--- src/rtl/sae_pkg.sv ---
// Package: shared types for the streaming add engine.
// Assumes nothing beyond IEEE 1800-2017 packages.
package sae_pkg;

    // Transaction phase of the engine.
    typedef enum logic {
        PH_IDLE = 1'b0,
        PH_RUN  = 1'b1
    } phase_t;

    // Modulo add of a word and a constant of the same width.
    function automatic logic [63:0] wrap_add64(input logic [63:0] a, input logic [63:0] b);
        return a + b;
    endfunction

endpackage

--- src/rtl/sae_ctrl.sv ---
// Module: sae_ctrl
// Tracks whether a transaction runs. Accepts start only when idle, raises a
// one-cycle clear for the counters at that point, and ends the run on the
// final write, pulsing done in the following cycle.
// Assumes start is a pulse; a start while running is ignored.
module sae_ctrl (
    input  logic clk,
    input  logic rst_n,
    input  logic start,
    input  logic final_fire,
    output logic busy,
    output logic clear,
    output logic done
);
    import sae_pkg::*;

    phase_t phase_q;

    // Start is accepted only from the idle phase.
    assign clear = (phase_q == PH_IDLE) && start;
    assign busy  = (phase_q == PH_RUN);

    // Phase register: idle to run on start, run to idle on final write.
    always_ff @(posedge clk) begin
        if (!rst_n) begin
            phase_q <= PH_IDLE;
        end else if (clear) begin
            phase_q <= PH_RUN;
        end else if (busy && final_fire) begin
            phase_q <= PH_IDLE;
        end
    end

    // Done pulse register: one cycle after the final write.
    always_ff @(posedge clk) begin
        if (!rst_n) begin
            done <= 1'b0;
        end else begin
            done <= busy && final_fire;
        end
    end

endmodule

--- src/rtl/sae_read_stage.sv ---
// Module: sae_read_stage
// Pulls words from the input FIFO while the run is active, fewer than COUNT
// words have been taken, the FIFO shows data and the holding stage can take
// a word. Forms the sum of the incoming word and the constant.
// Assumes in_data is valid whenever in_empty_n is High.
module sae_read_stage #(
    parameter int DATA_W = 32,
    parameter int COUNT  = 50,
    parameter int ADDEND = 5,
    parameter int CNT_W  = $clog2(COUNT + 1)
) (
    input  logic              clk,
    input  logic              rst_n,
    input  logic              busy,
    input  logic              clear,
    input  logic              in_empty_n,
    input  logic [DATA_W-1:0] in_data,
    input  logic              slot_free,
    output logic              in_read,
    output logic [DATA_W-1:0] sum
);
    localparam logic [CNT_W-1:0]  RD_LIMIT = CNT_W'(COUNT);
    localparam logic [DATA_W-1:0] ADD_V    = DATA_W'(ADDEND);

    logic [CNT_W-1:0] rd_cnt;
    logic             want_word;

    // A word is wanted while the run has reads left.
    assign want_word = busy && (rd_cnt != RD_LIMIT);
    // Consume only when data is present and the holding stage has room.
    assign in_read   = want_word && in_empty_n && slot_free;
    // Modulo add of the constant.
    assign sum       = in_data + ADD_V;

    // Read counter: cleared at start, advanced on each consumed word.
    always_ff @(posedge clk) begin
        if (!rst_n) begin
            rd_cnt <= '0;
        end else if (clear) begin
            rd_cnt <= '0;
        end else if (in_read) begin
            rd_cnt <= rd_cnt + CNT_W'(1);
        end
    end

endmodule

--- src/rtl/sae_write_stage.sv ---
// Module: sae_write_stage
// One-word holding register feeding the output FIFO. The held result is
// always driven on out_data; it is written when out_full_n is High. A new
// word may be loaded in the same cycle the held one leaves.
// Assumes load is only raised when slot_free is High.
module sae_write_stage #(
    parameter int DATA_W = 32,
    parameter int COUNT  = 50,
    parameter int CNT_W  = $clog2(COUNT + 1)
) (
    input  logic              clk,
    input  logic              rst_n,
    input  logic              clear,
    input  logic              load,
    input  logic [DATA_W-1:0] sum,
    input  logic              out_full_n,
    output logic [DATA_W-1:0] out_data,
    output logic              out_write,
    output logic              out_last,
    output logic              hold_valid,
    output logic              slot_free,
    output logic              final_fire
);
    localparam logic [CNT_W-1:0] LAST_IDX = CNT_W'(COUNT - 1);

    logic [DATA_W-1:0] hold_data;
    logic [CNT_W-1:0]  wr_cnt;

    // Write only when a result is held and the output FIFO has room.
    assign out_write  = hold_valid && out_full_n;
    // Room exists if empty now or emptying this cycle.
    assign slot_free  = !hold_valid || out_full_n;
    assign out_data   = hold_data;
    // Final write of the transaction.
    assign final_fire = out_write && (wr_cnt == LAST_IDX);
    assign out_last   = final_fire;

    // Holding register valid flag: set on load, cleared when written out.
    always_ff @(posedge clk) begin
        if (!rst_n) begin
            hold_valid <= 1'b0;
        end else if (load) begin
            hold_valid <= 1'b1;
        end else if (out_write) begin
            hold_valid <= 1'b0;
        end
    end

    // Holding register data: captures the sum on load.
    always_ff @(posedge clk) begin
        if (!rst_n) begin
            hold_data <= '0;
        end else if (load) begin
            hold_data <= sum;
        end
    end

    // Write counter: cleared at start, advanced on each write.
    always_ff @(posedge clk) begin
        if (!rst_n) begin
            wr_cnt <= '0;
        end else if (clear) begin
            wr_cnt <= '0;
        end else if (out_write) begin
            wr_cnt <= wr_cnt + CNT_W'(1);
        end
    end

endmodule

--- src/rtl/stream_add_engine.sv ---
// Module: stream_add_engine (top)
// Reads COUNT words from an input FIFO port, adds ADDEND to each and writes
// the results to an output FIFO port, stalling on either side. Start begins
// a run, out_last marks the final write, done pulses one cycle later.
// Assumes COUNT >= 1 and external FIFOs with show-ahead data.
module stream_add_engine #(
    parameter int DATA_W = 32,
    parameter int COUNT  = 50,
    parameter int ADDEND = 5
) (
    input  logic              clk,
    input  logic              rst_n,
    input  logic              start,
    input  logic              in_empty_n,
    input  logic [DATA_W-1:0] in_data,
    output logic              in_read,
    input  logic              out_full_n,
    output logic [DATA_W-1:0] out_data,
    output logic              out_write,
    output logic              out_last,
    output logic              done
);
    localparam int CNT_W = $clog2(COUNT + 1);

    logic              busy;
    logic              clear;
    logic              slot_free;
    logic              hold_valid;
    logic              final_fire;
    logic [DATA_W-1:0] sum;

    sae_ctrl u_ctrl (
        .clk        (clk),
        .rst_n      (rst_n),
        .start      (start),
        .final_fire (final_fire),
        .busy       (busy),
        .clear      (clear),
        .done       (done)
    );

    sae_read_stage #(
        .DATA_W (DATA_W),
        .COUNT  (COUNT),
        .ADDEND (ADDEND),
        .CNT_W  (CNT_W)
    ) u_rd (
        .clk        (clk),
        .rst_n      (rst_n),
        .busy       (busy),
        .clear      (clear),
        .in_empty_n (in_empty_n),
        .in_data    (in_data),
        .slot_free  (slot_free),
        .in_read    (in_read),
        .sum        (sum)
    );

    sae_write_stage #(
        .DATA_W (DATA_W),
        .COUNT  (COUNT),
        .CNT_W  (CNT_W)
    ) u_wr (
        .clk        (clk),
        .rst_n      (rst_n),
        .clear      (clear),
        .load       (in_read),
        .sum        (sum),
        .out_full_n (out_full_n),
        .out_data   (out_data),
        .out_write  (out_write),
        .out_last   (out_last),
        .hold_valid (hold_valid),
        .slot_free  (slot_free),
        .final_fire (final_fire)
    );

endmodule

--- config.mk ---
export PLATFORM = sky130hd
export DESIGN_NAME = stream_add_engine
export DESIGN_NICKNAME = d
export VERILOG_FILES = /design/src/rtl/sae_pkg.sv /design/src/rtl/sae_ctrl.sv /design/src/rtl/sae_read_stage.sv /design/src/rtl/sae_write_stage.sv /design/src/rtl/stream_add_engine.sv
export SDC_FILE = /design/constraint.sdc
export NUM_CORES = 1
export LEC_CHECK = 0
export ABC_AREA = 1
export BUFFER_PORTS_ARGS = -buffer_cell sky130_fd_sc_hd__buf_4
export CORE_ASPECT_RATIO = 0.6
export CORE_MARGIN = 5
export CORE_UTILIZATION = 53
export DETAILED_ROUTE_END_ITERATION = 10
export PLACE_DENSITY = 0.92
export SLEW_MARGIN = 20
export SYNTH_ARGS = -nofsm -noshare
export SYNTH_HDL_FRONTEND = slang
export SYNTH_SLANG_ARGS = --single-unit
--- constraint.sdc ---
create_clock -name clk -period 1.7 [get_ports clk]
set_input_delay 0.34 -clock clk [delete_from_list [all_inputs] [get_ports clk]]
set_output_delay 0.34 -clock clk [all_outputs]
set_load 0.03 [all_outputs]
==> results.py, run 1 <==
metrics = {
    "floorplan": {
        "core_sq_um": 5150,
        "dieArea_sq_um": 7070,
        "start_util": 0.560,
        "io-pin-count": 73,
        "die_x_microns": 105,
        "die_height_microns": 67.2,
        "num_rows": 20,
    },
    "final_layout": {
        "fillers": 433,
        "finalInstanceArea_sq_um": 3710,
        "area_growth_pct": 28.7,
        "layout-drive-gt1-share": 0.214,
        "antennaDiodeCount": 0,
        "nNetsFinal": 598,
    },
    "sta": {
        "setup_viol": 0,
        "whs_ns": 0.315,
        "slew_headroom": 0.734,
        "finalCriticalPeriod_ns": 1.68,
        "clock_skew_ns": 0.00660,
        "report.final.slew_viol_count": 0,
        "tightest_slew_ns": 0.399,
        "period_share": 0.986,
        "max_freq_mhz": 596,
        "rsz0062_at_grt": "true",
        "fin_tns_setup_ns": 0,
        "final-hold-violation-count": 0,
    },
    "synth": {
        "syn_area_per_cell_sq_um": 6.07,
        "synth_top_area_share": 0.326,
        "synth_top_family_by_area": "simple AND/OR/NAND/NOR gates",
        "ys_types": 28,
        "yosys.area_share.adder": 0.0217,
        "syn_inst": 475,
        "synth_compound_area_frac": 0.0911,
        "ys_ff_latch": 47,
        "synth_ff_type": "dfxtp_1",
        "synth_mux_area_frac": 0,
        "syn_area_sq_um": 2890,
        "synth-edff-count": 0,
        "synthesis.nets": 517,
        "synthTopCellsByArea": "dfxtp_1 33%, nand2_1 19%, inv_1 10%",
        "synthArstFlopShare": 0,
        "yosysMostFrequentCell": "nand2_1",
        "yosys_warnings": 0,
        "synth-seq-area-share": 0.326,
        "synth-xor-area-share": 0.0425,
        "synth_common_cells": "149 x nand2_1, 78 x inv_1, 61 x nor2_1",
        "synthSimpleGateAreaFrac": 0.389,
        "yosys.area.top_type": "dfxtp_1",
    },
    "grt": {
        "grt.total_usage": 0.244,
        "antenna_found_initial": 0,
        "grt_max_degree": 23,
        "overflow": 0,
        "grt_pass1_wl_microns": 13800,
        "grt_pass1_vias": 2803,
    },
    "setup_path": {
        "crit_path_max_fanout": 2,
        "startpoint_type": "flop",
        "critPathMaxStageDelay_ns": 0.33,
        "critical_path_class": "flop to primary output",
        "cp_common_cell": "inv_2",
        "crit_slowest_cell": "dfxtp_2",
        "crit_chain": "inv_2, ha_4, nand3_2, nand3b_1, inv_2, buf_6",
        "r2r_setup_slack_ns": 0.11,
        "arrival_ns": 1.34,
        "cp-end-kind": "primary output",
        "required_ns": 1.36,
    },
    "place": {
        "place_hpwl_microns": 6470,
        "postPlaceCellArea_sq_um": 3500,
        "gp_congestion": 0.946,
        "io_buffers": 72,
    },
    "detailed_routing": {
        "drt_pre_antenna_iters": 6,
        "postRouteWirelength_microns": 8800,
        "drt_iter0_drc": 321,
        "ant_nets": 0,
        "avgRoutedWirePerCell_microns": 14.1,
        "viasPerCell": 5.23,
        "vias": 3257,
        "drc": 0,
    },
    "run_status": {
        "status": "complete, no violations",
    },
    "worst_hold_path": {
        "hold_class": "input port to flop",
    },
    "cts": {
        "clockBufferDepth": 2,
        "clockRootBuffer": "clkbuf_8",
        "h-tree-depth": 2,
        "clock_sinks": 47,
        "path_clk_slew_ns": 0.09,
        "numCtsBuffers": 5,
        "cts_tree": "done",
        "ctsHoldBuffers": 0,
        "clk_latency_ns": 0.30,
    },
    "power": {
        "p_per_area_nw_per_um2": 696,
        "ir_drop_mv": 0.663,
        "p_leak_nw": 1.83,
    },
    "job": {
        "cap_violations": 0,
    },
}
-- placed cells by master, fill, tap and decap left out, drive strengths merged --
cell type | Yosys | final
nand2 | 153 | 153
buf | 7 | 84
inv | 80 | 80
nor2 | 68 | 68
dfxtp | 47 | 47
a21oi | 39 | 39
nand3 | 35 | 35
o21ai | 12 | 12
xor2 | 8 | 8
xnor2 | 6 | 6
clkbuf | 3 | 5
ha | 5 | 5
nor3 | 3 | 3
nand4 | 3 | 3
clkinv | 1 | 3
or2 | 2 | 2
nand3b | 1 | 1
nor3b | 1 | 1
o21bai | 1 | 1
bufinv | 0 | 1
-- per-layer routing --
layer	share of wire	up-vias	wire length, microns	global-route usage
li1	-	1602	-	-
met1	0.44	1441	3850	0.337
met2	0.43	186	3760	0.389
met3	0.10	28	916	0.0573
met4	0.031	0	277	0.0606
met5	0	-	0	0
-- flip-flops by register name, summed over array words and instances, names as in the netlist --
register and flops:
u_ctrl.done 1, u_ctrl.busy 1, u_rd.rd_cnt 6, u_wr.out_data 32
u_wr.wr_cnt 6, u_wr.hold_valid 1
-- cell type report --
cell class,instances,area (sq um),area share
timing repair buffer,84,651,0.175
clock buffer,5,68.8,0.0185
sequential,47,948,0.255
clock inverter,3,43.8,0.0118
inverter,81,307,0.0826
multi-input combinational,337,1610,0.434
tap,66,82.6,0.0222
-- worst max-delay path, delay by kind of cell, from the launching register on --
family	cells	cell delay, ns
buffers and inverters	3	0.28
AND/OR/NAND/NOR	2	0.29
adder cells (fa/ha/maj)	1	0.12
flip-flops	1	0.33
-- worst paths after layout --
kind                                        from          endpoint  depth (start not counted)
worst max-delay path              u_wr.wr_cnt[1]          out_last                          6
worst max register to register    u_rd.rd_cnt[2]  u_wr.out_data[7]                          8
worst min-delay path                  in_data[0]  u_wr.out_data[0]                          3
worst min register to register  u_wr.out_data[1]  u_wr.out_data[1]                          2
-- logic make-up (layout without fill, tap and decap cells) --
logic type,count (synthesis),in the layout
fa+ha+maj,5,5
xor+xnor,14,14
simple gates,266,266
compound gates,52,52
buf+inv,91,173
flops,47,47
-- report_power, final --
group	switching, mW	internal (mW)	total, mW
Sequential	0.0314	1.15	1.18
Combinational	0.354	0.217	0.571
Clock	0.392	0.438	0.831
-- per-stage QoR --
stage                     worst slack [ns]  power [mW]  std cells  utilization
after detailed placement            0.0815        1.76        609        0.678
after global placement               0.164        1.74        609        0.678
after floorplan                      0.270        1.52        475            -
after CTS                          0.00140        2.58        620        0.707
after global routing               -0.0503        2.71        623        0.720
final                               0.0235        2.58        623        0.720
-- what timing repair did --
item / in CTS / in global routing
buffers inserted: 3 / 3
endpoints found under the setup margin: 2 / 17
pin swaps: 0 / 2
gates cloned: 0 / 0
endpoints found under the hold margin: 0 / 0
gates resized for setup: 6 / 12
(Power assumes the default switching activity.)
==> run 2, diff against run 1 <==
==> constraint.sdc (replaced) <==
create_clock -name clk -period 1.7 [get_ports clk]
set_input_delay 0.17 -clock clk [delete_from_list [all_inputs] [get_ports clk]]
set_output_delay 0.17 -clock clk [all_outputs]
set_load 0.03 [all_outputs]
==> run 2 against run 1 <==
Total power is 2.3% lower. Final area decreased by 1.9%. Global-route usage is 0.80 points lower. Critical path depth increased by 1. Clock power is 6.5% lower. Critical endpoint is now in_read. Cell count fell by 0.64%. Flip-flop and latch count unchanged. Fmax up 4.0%.
==> results.py, run 2 (synthesis results as in run 1) <==
metrics = {
    "cts": {
        "clockBufferDepth": 2,
        "numCtsBuffers": 5,
        "cts_tree": "done",
        "h-tree-depth": 2,
        "clockRootBuffer": "clkbuf_8",
        "path_clk_slew_ns": 0.09,
        "clock_sinks": 47,
        "clk_latency_ns": 0.31,
    },
    "sta": {
        "rsz0062_at_grt": "false",
        "report.final.slew_viol_count": 0,
        "final-hold-violation-count": 0,
        "fin_tns_setup_ns": 0,
        "finalCriticalPeriod_ns": 1.61,
        "setup_viol": 0,
        "max_freq_mhz": 620,
        "slew_headroom": 0.759,
        "tightest_slew_ns": 0.359,
        "clock_skew_ns": 0.00579,
        "period_share": 0.948,
    },
    "final_layout": {
        "final_common_cell": "nand2_1",
        "layout-drive-gt1-share": 0.192,
        "multiInputGateArea_sq_um": 1570,
        "regArea_sq_um": 942,
        "fillers": 441,
        "largest_register_ffs": 32,
        "area_growth_pct": 26.3,
        "final_cell_mix": "149 x nand2_1, 77 x inv_1, 76 x buf_4, 61 x nor2_1, 46 x dfxtp_1",
        "finish.utilization": 0.707,
        "finalInstanceArea_sq_um": 3640,
        "antennaDiodeCount": 0,
        "nNetsFinal": 594,
    },
    "grt": {
        "antenna_found_initial": 0,
        "grt_pass1_vias": 2886,
        "overflow": 0,
        "grt_max_degree": 23,
        "grt_pass1_wl_microns": 13500,
        "grt.total_usage": 0.236,
    },
    "floorplan": {
        "die_x_microns": 105,
        "core_sq_um": 5150,
        "die_height_microns": 67.2,
        "dieArea_sq_um": 7070,
        "start_util": 0.560,
        "io-pin-count": 73,
        "num_rows": 20,
    },
    "setup_path": {
        "arrival_ns": 1.44,
        "required_ns": 1.53,
        "crit_path_max_fanout": 11,
        "critical_path_class": "flop to primary output",
        "startpoint_type": "flop",
        "cp-end-kind": "primary output",
    },
    "place": {
        "io_buffers": 72,
        "place_hpwl_microns": 6310,
        "gp_congestion": 0.929,
        "postPlaceCellArea_sq_um": 3480,
    },
    "detailed_routing": {
        "ant_nets": 0,
        "drt_iter0_drc": 298,
        "drc": 0,
        "avgRoutedWirePerCell_microns": 13.4,
        "drt_pre_antenna_iters": 5,
        "vias": 3157,
        "postRouteWirelength_microns": 8300,
        "viasPerCell": 5.10,
    },
    "power": {
        "p_sw_frac": 0.310,
        "ir_drop_mv": 0.397,
        "p_leak_nw": 1.81,
        "power.total_mw": 2.53,
        "sequentialPowerShare": 0.468,
        "p_switching_mw": 0.783,
        "internal_power_mw": 1.74,
        "combPwrFrac": 0.224,
        "clkPwrFrac": 0.308,
        "p_per_area_nw_per_um2": 693,
    },
    "worst_hold_path": {
        "hold_class": "input port to flop",
    },
    "job": {
        "cap_violations": 0,
    },
    "run_status": {
        "status": "complete, no violations",
    },
}
[run 2: worst max-delay path, cell delays in order, from the launching register on]
cell and delay (ns):
dfxtp_2 0.36, inv_2 0.06, ha_1 0.20, nand4_2 0.10, nand3_4 0.08, inv_4 0.08
buf_12 0.12, buf_6 0.13
[run 2: power groups by stage]
stage	logic (mW)	registers [mW]	clock network, mW
4_1_cts	0.550	1.18	0.775
3_3_place_gp	0.531	1.21	0
2_1_floorplan	0.224	1.30	0
3_5_place_dp	0.539	1.21	0
6_report	0.565	1.18	0.777
5_1_grt	0.614	1.19	0.831
[run 2: worst paths after layout]
path              depth (start not counted)  slack, ns      startpoint                 to
setup / recovery                          7       0.09  u_rd.rd_cnt[0]            in_read
hold / removal                            3       0.14      in_data[0]   u_wr.out_data[0]
setup reg to reg                          9       0.22  u_rd.rd_cnt[0]  u_wr.out_data[24]
hold reg to reg                           2       0.47  u_wr.wr_cnt[5]     u_wr.wr_cnt[5]
[run 2: metal layers]
layer  up-vias  routed length (microns)  GRT usage
met2       164                     3450      0.373
met1      1381                     3810      0.321
li1       1596                        -          -
met3        16                      902     0.0611
met5         -                        0          0
met4         0                      138     0.0702
[run 2: final cells by class]
type / instances / area share
repair buffers: 80 / 0.175
inverters: 81 / 0.0841
multi-input cells: 337 / 0.431
clock inverters: 1 / 0.00206
flip-flops and latches: 47 / 0.259
well taps: 66 / 0.0227
clock buffers: 7 / 0.0264
[run 2: per-stage QoR]
step / hold WS, ns / cells / worst slack, ns
6_report: 0.142 / 619 / 0.0882
5_1_grt: 0.171 / 619 / 0.0335
4_1_cts: 0.148 / 617 / 0.0477
2_1_floorplan: 0.308 / 475 / 0.353
3_5_place_dp: 0.460 / 608 / 0.152
3_3_place_gp: 0.448 / 608 / 0.194
[run 2: timing repair]
item	CTS	global route
gates resized for setup	6	2
setup endpoints to repair	1	3
setup buffers	1	1
gates cloned	0	1
hold buffers	0	0
endpoints found under the hold margin	0	0
==> run 3, diff against run 2 <==
REMOVE_ABC_BUFFERS = 1   (was default)
==> run 3 against run 2 <==
Flip-flop and latch count unchanged. Non-clock buffer count down 1. Cell count down 0.16%. Wire length down 2.2%. First-iteration DRC count up 36%. Sequential share of layout area about the same. Setup slack worse by 0.011 ns. Hold slack better by 0.027 ns. Clock skew down 0.0011 ns. Clock power up 23%. Final area about the same. Combinational power down 1%. Critical path type unchanged. Critical endpoint unchanged.
==> results.py, run 3 (synthesis results as in run 1) <==
metrics = {
    "sta": {
        "clock_skew_ns": 0.00468,
        "max_freq_mhz": 616,
        "rsz0062_at_grt": "false",
        "period_share": 0.954,
        "slew_headroom": 0.752,
        "layout_setup_ws_ns": 0.0775,
        "finalCriticalPeriod_ns": 1.62,
        "setup_viol": 0,
        "report.final.slew_viol_count": 0,
        "tightest_slew_ns": 0.369,
        "final-hold-violation-count": 0,
    },
    "grt": {
        "grt_max_degree": 23,
        "antenna_found_initial": 0,
        "grt.total_usage": 0.229,
        "grt_pass1_vias": 2954,
        "grt_pass1_wl_microns": 13200,
        "overflow": 0,
    },
    "final_layout": {
        "final_common_cell": "nand2_1",
        "layout-drive-gt1-share": 0.188,
        "finish.utilization": 0.706,
        "antennaDiodeCount": 0,
        "area_growth_pct": 26.2,
        "largest_register_ffs": 32,
        "nNetsFinal": 593,
        "final_cell_mix": "149 x nand2_1, 77 x inv_1, 77 x buf_4, 61 x nor2_1, 46 x dfxtp_1",
    },
    "setup_path": {
        "crit_slowest_cell": "dfxtp_2",
        "path_buf_inv": 4,
        "crit_chain": "inv_2, ha_1, nand4_2, nand3_4, inv_2, buf_12, buf_6",
        "cp-end-kind": "primary output",
        "r2r_start": "u_rd.rd_cnt[0]",
        "cp-startpoint": "u_rd.rd_cnt[0]",
        "critPathMaxStageDelay_ns": 0.34,
        "cp_top_family": "buffers and inverters",
        "critical_path_class": "flop to primary output",
        "startpoint_type": "flop",
        "required_ns": 1.53,
        "crit_path_max_fanout": 6,
        "arrival_ns": 1.45,
        "cp_common_cell": "inv_2",
    },
    "floorplan": {
        "die_height_microns": 67.2,
        "start_util": 0.560,
        "io-pin-count": 73,
        "dieArea_sq_um": 7070,
        "die_x_microns": 105,
        "core_sq_um": 5150,
        "num_rows": 20,
    },
    "place": {
        "io_buffers": 72,
        "dp_worst_setup_slack_ns": 0.175,
        "place_hpwl_microns": 6220,
        "gp_congestion": 0.989,
    },
    "power": {
        "p_per_area_nw_per_um2": 741,
        "power.total_mw": 2.70,
        "combPwrFrac": 0.207,
        "clkPwrFrac": 0.355,
        "sequentialPowerShare": 0.438,
        "p_leak_nw": 1.81,
        "p_switching_mw": 0.747,
        "internal_power_mw": 1.95,
        "ir_drop_mv": 0.450,
        "p_sw_frac": 0.277,
    },
    "detailed_routing": {
        "ant_nets": 0,
        "drt_pre_antenna_iters": 5,
        "drc": 0,
        "avgRoutedWirePerCell_microns": 13.1,
        "viasPerCell": 5.25,
        "drt_iter0_drc": 406,
        "postRouteWirelength_microns": 8120,
        "vias": 3242,
    },
    "cts": {
        "numCtsBuffers": 5,
        "cts_tree": "done",
        "clock_sinks": 47,
        "clockBufferDepth": 2,
        "clockRootBuffer": "clkbuf_8",
        "clk_latency_ns": 0.30,
        "path_clk_slew_ns": 0.09,
        "h-tree-depth": 2,
    },
    "worst_hold_path": {
        "hold_class": "input port to flop",
        "hp-start": "start",
    },
    "job": {
        "cap_violations": 0,
    },
    "run_status": {
        "status": "complete, no violations",
    },
}
run 3: final timing paths:
path	slack [ns]	cells past startpoint	end
setup / recovery	0.08	7	in_read
hold / removal	0.17	3	u_ctrl.busy
setup reg to reg	0.10	10	u_wr.out_data[13]
hold reg to reg	0.48	2	u_wr.out_data[4]
run 3: power groups by stage:
| stage | Clock, mW | Sequential, mW | Combinational (mW) |
|---|---|---|---|
| finish | 0.959 | 1.18 | 0.557 |
| global route | 1.04 | 1.19 | 0.607 |
| CTS | 0.983 | 1.18 | 0.550 |
| detailed placement | 0 | 1.21 | 0.537 |
| global placement | 0 | 1.21 | 0.525 |
| floorplan | 0 | 1.30 | 0.205 |
run 3: worst register-to-register path, cell delays in order (launching register included):
cell,delay [ns]
dfxtp_2,0.35
inv_2,0.06
ha_1,0.20
nand4_2,0.11
nand3_4,0.11
inv_2,0.10
buf_12,0.10
buf_4,0.22
nand3_1,0.12
nand2_1,0.10
inv_1,0.04
run 3: repair_timing:
item                       in CTS  in global routing
hold buffers                    0                  0
gates resized for setup         5                  1
cloned                          0                  0
setup endpoints to repair       1                  9
pin swaps                       0                  0
buffers inserted                1                  1
run 3: per-stage QoR:
| stage | hold slack, ns | cells | area (sq um) | setup TNS, ns |
|---|---|---|---|---|
| 4_1_cts | 0.169 | 617 | 3630 | 0 |
| 5_1_grt | 0.178 | 618 | 3640 | 0 |
| 2_1_floorplan | 0.293 | 465 | 2820 | -2.68 |
| 6_report | 0.169 | 618 | 3640 | 0 |
| 3_3_place_gp | 0.445 | 608 | 3480 | 0 |
| 3_5_place_dp | 0.462 | 608 | 3480 | 0 |
run 3: per-layer routing:
layer | GRT usage | vias up | part of all wire
li1 | - | 1602 | -
met3 | 0.0688 | 23 | 0.13
met2 | 0.354 | 203 | 0.43
met1 | 0.311 | 1414 | 0.42
met4 | 0.0702 | 0 | 0.020
met5 | 0 | - | 0
run 3: cell type report:
class	instances	area, sq um
timing repair buffer	79	609
fill	450	1510
sequential	47	942
multi-input combinational	337	1570
inverter	81	304
clock inverter	2	60.1
tap	66	82.6
clock buffer	6	72.6
